===== src/rtl/tbtap_timer.sv =====
module tbtap_timer #(
  parameter bit          EXT_MODE = 1'b0,
  parameter logic [23:0] FIT_TAPS = {6'd9, 6'd7, 6'd5, 6'd3},
  parameter logic [23:0] WDG_TAPS = {6'd10, 6'd8, 6'd6, 6'd4}
) (
  input  logic        clk,
  input  logic        rst_n,
  input  logic        tick_en,
  input  logic        wr_ctl,
  input  logic        wr_sts,
  input  logic [31:0] wdata,
  input  logic        resume,
  output logic [31:0] ctl_q,
  output logic [31:0] sts_q,
  output logic [63:0] tb_q,
  output logic        fit_irq,
  output logic        wdog_irq,
  output logic        wdog_rst_req
);

  logic [63:0] tb;
  logic [31:0] ctl;
  logic        arm, wis, fis, req;
  logic [1:0]  wrs;
  logic        arm_n, wis_n, fis_n, req_n;
  logic [1:0]  wrs_n;

  function automatic logic [5:0] tap_of(input logic [1:0] code,
                                        input logic [3:0] ext,
                                        input logic [23:0] tbl);
    if (EXT_MODE) return 6'd63 - {ext, code};
    else          return tbl[int'(code) * 6 +: 6];
  endfunction

  wire [63:0] tb_inc  = tb + 64'd1;
  wire [5:0]  fit_tap = tap_of(ctl[25:24], ctl[16:13], FIT_TAPS);
  wire [5:0]  wdg_tap = tap_of(ctl[31:30], ctl[20:17], WDG_TAPS);
  wire        fit_ev  = tick_en & tb_inc[fit_tap] & ~tb[fit_tap];
  wire        wdg_ev  = tick_en & tb_inc[wdg_tap] & ~tb[wdg_tap];

  always_comb begin
    fis_n = (fis & ~(wr_sts & wdata[26])) | fit_ev;
    arm_n = arm & ~(wr_sts & wdata[31]);
    wis_n = wis & ~(wr_sts & wdata[30]);
    wrs_n = wrs & ~({2{wr_sts}} & wdata[29:28]);
    req_n = 1'b0;
    if (wdg_ev) begin
      if (!arm_n)                 arm_n = 1'b1;
      else if (!wis_n)            wis_n = 1'b1;
      else if (ctl[29:28] != 2'd0) begin
        wrs_n = ctl[29:28];
        req_n = 1'b1;
      end
    end
    if (resume) begin
      arm_n = 1'b0;
      wis_n = 1'b0;
      wrs_n = 2'd0;
      req_n = 1'b0;
    end
  end

  always_ff @(posedge clk or negedge rst_n) begin
    if (!rst_n) begin
      tb  <= '0;
      ctl <= '0;
      fis <= 1'b0;
      arm <= 1'b0;
      wis <= 1'b0;
      wrs <= 2'd0;
      req <= 1'b0;
    end else begin
      if (tick_en) tb <= tb_inc;
      if (wr_ctl)  ctl <= wdata;
      fis <= fis_n;
      arm <= arm_n;
      wis <= wis_n;
      wrs <= wrs_n;
      req <= req_n;
    end
  end

  assign tb_q         = tb;
  assign ctl_q        = ctl;
  assign sts_q        = {arm, wis, wrs, 1'b0, fis, 26'd0};
  assign fit_irq      = fis & ctl[23];
  assign wdog_irq     = wis & ctl[27];
  assign wdog_rst_req = req;

  p_tb_step_r1: assert property (@(posedge clk) disable iff (!rst_n)
    tick_en |=> tb_q == $past(tb_q) + 64'd1);
  p_tb_hold_r1: assert property (@(posedge clk) disable iff (!rst_n)
    !tick_en |=> $stable(tb_q));
  p_fit_edge_r4: assert property (@(posedge clk) disable iff (!rst_n)
    $rose(sts_q[26]) |-> $past(tick_en));
  p_w1c_r5: assert property (@(posedge clk) disable iff (!rst_n)
    (wr_sts && wdata[26] && !fit_ev) |=> !sts_q[26]);
  p_order_r7: assert property (@(posedge clk) disable iff (!rst_n)
    $rose(sts_q[30]) |-> sts_q[31]);
  p_req_code_r8: assert property (@(posedge clk) disable iff (!rst_n)
    wdog_rst_req |-> sts_q[29:28] != 2'd0);
  p_req_pulse_r8: assert property (@(posedge clk) disable iff (!rst_n)
    wdog_rst_req |=> !wdog_rst_req || $past(wdg_ev));
  p_resume_r9: assert property (@(posedge clk) disable iff (!rst_n)
    resume |=> sts_q[31:28] == 4'd0 && !wdog_rst_req);
  p_zero_bits_r10: assert property (@(posedge clk) disable iff (!rst_n)
    sts_q[27] == 1'b0 && sts_q[25:0] == 26'd0);

endmodule


===== config.mk =====
export PLATFORM = sky130hd
export DESIGN_NAME = tbtap_timer
export DESIGN_NICKNAME = d
export VERILOG_FILES = /design/src/rtl/tbtap_timer.sv
export SDC_FILE = /design/constraint.sdc
export NUM_CORES = 1
export LEC_CHECK = 0
export ABC_AREA = 1
export CAP_MARGIN = 20
export CORE_MARGIN = 1.5
export CORE_UTILIZATION = 30
export CTS_BUF_LIST = sky130_fd_sc_hd__clkbuf_4 sky130_fd_sc_hd__clkbuf_8
export DETAILED_ROUTE_END_ITERATION = 6
export PLACE_DENSITY = 0.61
export SYNTH_ARGS = -nofsm -noshare
export SYNTH_HDL_FRONTEND = slang
export SYNTH_SLANG_ARGS = --single-unit

===== constraint.sdc =====
create_clock -name clk -period 1.6 [get_ports clk]
set_input_delay 0.24 -clock clk [delete_from_list [all_inputs] [get_ports clk]]
set_output_delay 0.24 -clock clk [all_outputs]
set_load 0.05 [all_outputs]

* After elaboration in Yosys (flattened, before gate mapping)
Cells that the tools add are included.
** Operators by class
- Reduce and logical (&&, ||, !) cells :: 1
- Muxes and demuxes :: 23
- Bitwise logic cells :: 21
- $mul :: 2
- $add $sub $neg :: 1
- $lt $le $gt $ge :: 2
- Shift-type cells :: 2
** Operators with widths (number)
- 64-bit by 1-bit adder with 64-bit output, second input constant :: 1
- 24-bit by 6-bit indexed part select with 6-bit output, first input constant :: 2
- 1-bit binary-select mux with 6-bit select :: 4
- 6-bit by 7-bit less-than comparator with 1-bit output, second input constant :: 2
- 1-bit two-way mux :: 14
- 1-bit bitwise AND :: 12
- 2-bit two-way mux :: 5
- 2-bit by 2-bit multiplier with 4-bit output, second input constant :: 2
- 1-bit inverter :: 5
- 2-bit bitwise AND :: 2
- 2-bit inverter :: 1
- 2-bit nonzero test :: 1
- 1-bit OR :: 1
** Word-level totals
- Word-level logic and storage cells :: 59
- Output and inout bits :: 131
- Register bits :: 102
- Bits of input ports :: 38

* Logic depth before layout (Yosys ltp)
- Word-level depth :: 8
- Depth in mapped cells :: 14
- Mapped depth without buffers :: 13

* Worst setup path before layout
OpenSTA, ideal clock, no wires.
- Path type :: register to register
- Start point :: register tb[1] (netlist: tb_q[1])
- End point :: register tb[46] (netlist: tb_q[46])
- Setup time :: 0.123 ns
- Path buffers :: 0
- Slack :: -0.541 ns
- Data required time :: 1.477 ns
- Arrival :: 2.018 ns
- Clock period less this slack :: 2.141 ns
- Cell stages (with the launch flop) :: 10
- Cell sequence :: dfrtp_1 ha_1 nand3_1 nor2_4 nand3_2 nor2_4 nand3_2 or2_4 o21ai_1 nand2_1
** On the way
- Longest elaborated chain between the ends :: 1
** Ends and longest elaborated chain
- start, declared :: RTL line 21 : logic [63:0] tb;
- start signal, assigned :: RTL line 73 : if (tick_en) tb <= tb_inc;
- 64-bit by 1-bit adder with 64-bit output :: RTL line 35 : wire [63:0] tb_inc = tb + 64'd1;
Every way passes these cells.
A chain may end at the register's enable or synchronous reset.

* Final worst setup path
- Start point :: register tb[4] (netlist: tb_q[4])
- End point :: register tb[46] (netlist: tb_q[46])
The elaborated chain is that of the path after synthesis.

==> impl_metrics.yaml <==
run_status:
  run_status: "finished, violations left"
  failed_checks: "setup timing"
worst_setup_path:
  crit_path_max_fanout: 4
  arrival_ns: 2.03
  critical_path.endpoint_type: "flop"
  nature_of_the_critical_path_startpoint: "flop"
  setup.worst_path.class: "flop to flop"
  critical_path_required_ns: 1.90
synth:
  postSynthRegisterBits: 102
  yosysSeqAreaShare: 0.4417
  avgSynthCellArea_sq_um: 8.499
  synth_top_cell_area_share: 0.4417
  yosys_warnings: 0
  netlist.top_cell.by_area: "dfrtp_1"
  post_synth_num_cell_types: 37
  synthTopCellsByArea: "dfrtp_1, nand2_1, inv_1"
  netlist_instances: 680
  syn_area_sq_mm: 0.005779
cells_and_area:
  most_common_library_cell_in_the_layout_ignoring_fill_and_taps: "buf_4"
  antenna-diode-count: 0
  most-common-layout-cells: "buf_4, nand2_1, inv_1, dfrtp_2, dfrtp_1"
  regArea_sq_mm: 0.002624
  filler_cell_count: 1775
  layout-area-overhead-vs-synth_pct: 60.45
  final_nets: 1005
  drive_gt1_frac: 0.4866
  fin_cells: 1202
  multi_input_comb_area_sq_mm: 0.003176
clock_network:
  path_clk_slew_ns: 0.11
  tritoncts_num_sinks: 102
  numCtsBuffers: 9
  ctsRootBufferMaster: "clkbuf_8"
  tritoncts: "yes"
  clk_path_buf_depth: 2
  clk-insertion-delay-late_ns: 0.40
  htreeDepth: 3
place:
  placement.io_buffers: 141
  placedCellCount: 1155
  hpwlAfterDp_um: 13910
  pre_cts_ws_ns: -0.2658
  globalplace.congestion: 0.8519
worst_hold_path:
  type_of_the_tightest_min_delay_check: "primary input to asynchronous set/reset pin"
floorplan:
  rows: 50
  fp.dieW_um: 141.8
  core_sq_mm: 0.01877
  start_util: 0.3079
  design.portCount: 169
  die_h_um: 141.8
  die_area_sq_mm: 0.02011
route:
  first_pass_iters: 5
  drt.antenna.violating_nets: 0
  wl_um: 17660
  routed_wire_length_per_instance_um: 14.69
  via_cell_ratio: 4.618
  route.detailed.drc: 0
  first_iter_violations: 213
  vias: 5551
timing:
  final.min_clock_period_ns: 1.738
  setup_violations: 35
  holdWs_ns: 0.2976
  max_freq_mhz: 575.4
  tns_ns: -2.268
  period_share: 1.086
  finalMaxSlewViolations: 0
  final-hold-violation-count: 0
  grt_setup_unrepaired: "yes"
  timing_worst_slew_pin_value_ns: 0.5815
  fin_ws_ns: -0.1378
  max_slew_margin: 0.6088
  timing.clock.skew_ns: 0.01350
pwr:
  power.density_mw_per_mm2: 844.3
  p_leak_nw: 4.534
  max-vdd-ir-drop_mv: 0.6344
grt:
  grt_pass1_vias: 5649
  grt_max_degree: 34
  grt_pass1_wl_um: 28160
  initial_antenna_violation_count: 0
  grt.overflow.total: 0
  grt.total_usage: 0.1807
flow_run:
  max_cap_viols: 0
[state kept, by name (all words and copies together), names as in the netlist]
name          flops
wrs               2
ctl_q            32
tb_q             64
fis               1
arm               1
wdog_rst_req      1
wis               1
[cell type report]
class                           instances  share of cell area
Multi-Input combinational cell        477              0.3425
Timing Repair Buffer                  285              0.2862
Sequential cell                       102              0.2830
Inverter                               88             0.03589
Tap cell                              234             0.03157
Clock buffer                           10             0.01484
Clock inverter                          6            0.006072
[what timing repair did]
action | 4_1_cts | 5_1_grt
endpoints found under the setup margin | 44 | 53
pin swaps | 27 | 34
buffers inserted | 13 | 20
gates resized for setup | 41 | 52
hold endpoints to repair | 22 | 0
hold buffers | 1 | 0
[cells by family after synthesis]
| logic type | count (synthesis) | share of synthesized area |
|---|---|---|
| AOI/OAI and AO/OA | 39 | 0.03529 |
| xor gates and xnor gates | 52 | 0.08010 |
| adders and majority gates | 4 | 0.008660 |
| buffers and inverters | 127 | 0.1024 |
| DFF | 102 | 0.4417 |
| muxes | 26 | 0.05066 |
| other | 1 | 0.0006489 |
| and+or+nand+nor | 329 | 0.2806 |
[synth_stat cells, drive strengths merged]
| cell | n |
|---|---|
| nand2 | 140 |
| dfrtp | 102 |
| inv | 88 |
| nor2 | 73 |
| nand3 | 60 |
| xor2 | 37 |
| buf | 33 |
| o21ai | 27 |
| mux2 | 26 |
| nand4 | 25 |
| nor3 | 22 |
| xnor2 | 15 |
| a21oi | 9 |
| clkbuf | 6 |
| ha | 4 |
| nor4 | 4 |
| nand3b | 2 |
| a21boi | 1 |
| and3 | 1 |
| conb | 1 |
| nor3b | 1 |
| o2111ai | 1 |
| o211ai | 1 |
| or2 | 1 |
[power breakdown]
group / internal (mW) / switching [mW]
logic: 1.36 / 1.76
clock network: 0.637 / 1.03
registers: 2.80 / 0.245
total: 4.80 / 3.03
[critical path, stage by stage, from the launching register on]
cell and delay, ns:
dfrtp_2 0.48, nand2_4 0.08, buf_4 0.14, nor2_4 0.17, nand3_2 0.13, nor2_4 0.11
nand3_2 0.09, or2_4 0.26, o21ai_2 0.11, nand2_1 0.05
[routing by layer]
layer | up-vias | global-route usage | wire (um)
met3 | 29 | 0.06142 | 1404
met2 | 207 | 0.3063 | 8367
li1 | 2705 | - | -
met4 | 0 | 0.05806 | 452
met5 | - | 0 | 0
met1 | 2610 | 0.2153 | 7438
[worst paths after layout]
kind	startpoint	endpoint	slack, ns	cells after the start
min reg2reg	tb_q[63]	tb_q[63]	0.49	1
max reg2reg	tb_q[4]	tb_q[46]	-0.14	9
max	tb_q[4]	tb_q[46]	-0.14	9
min in group clk	wdata[24]	ctl_q[24]	0.38	3
min	rst_n	tb_q[39]	0.30	2
max in group asynchronous	rst_n	tb_q[51]	0.73	3
[per-stage QoR]
step	total power, mW	area [sq um]	utilization
6_report	7.829	9273	0.4941
5_1_grt	8.200	9273	0.4941
4_1_cts	7.881	8915	0.4750
3_5_place_dp	6.092	8457	0.4506
3_3_place_gp	6.072	8457	0.4506
2_1_floorplan	4.685	6047	-
Note: power is estimated with default switching activity, not from simulation.
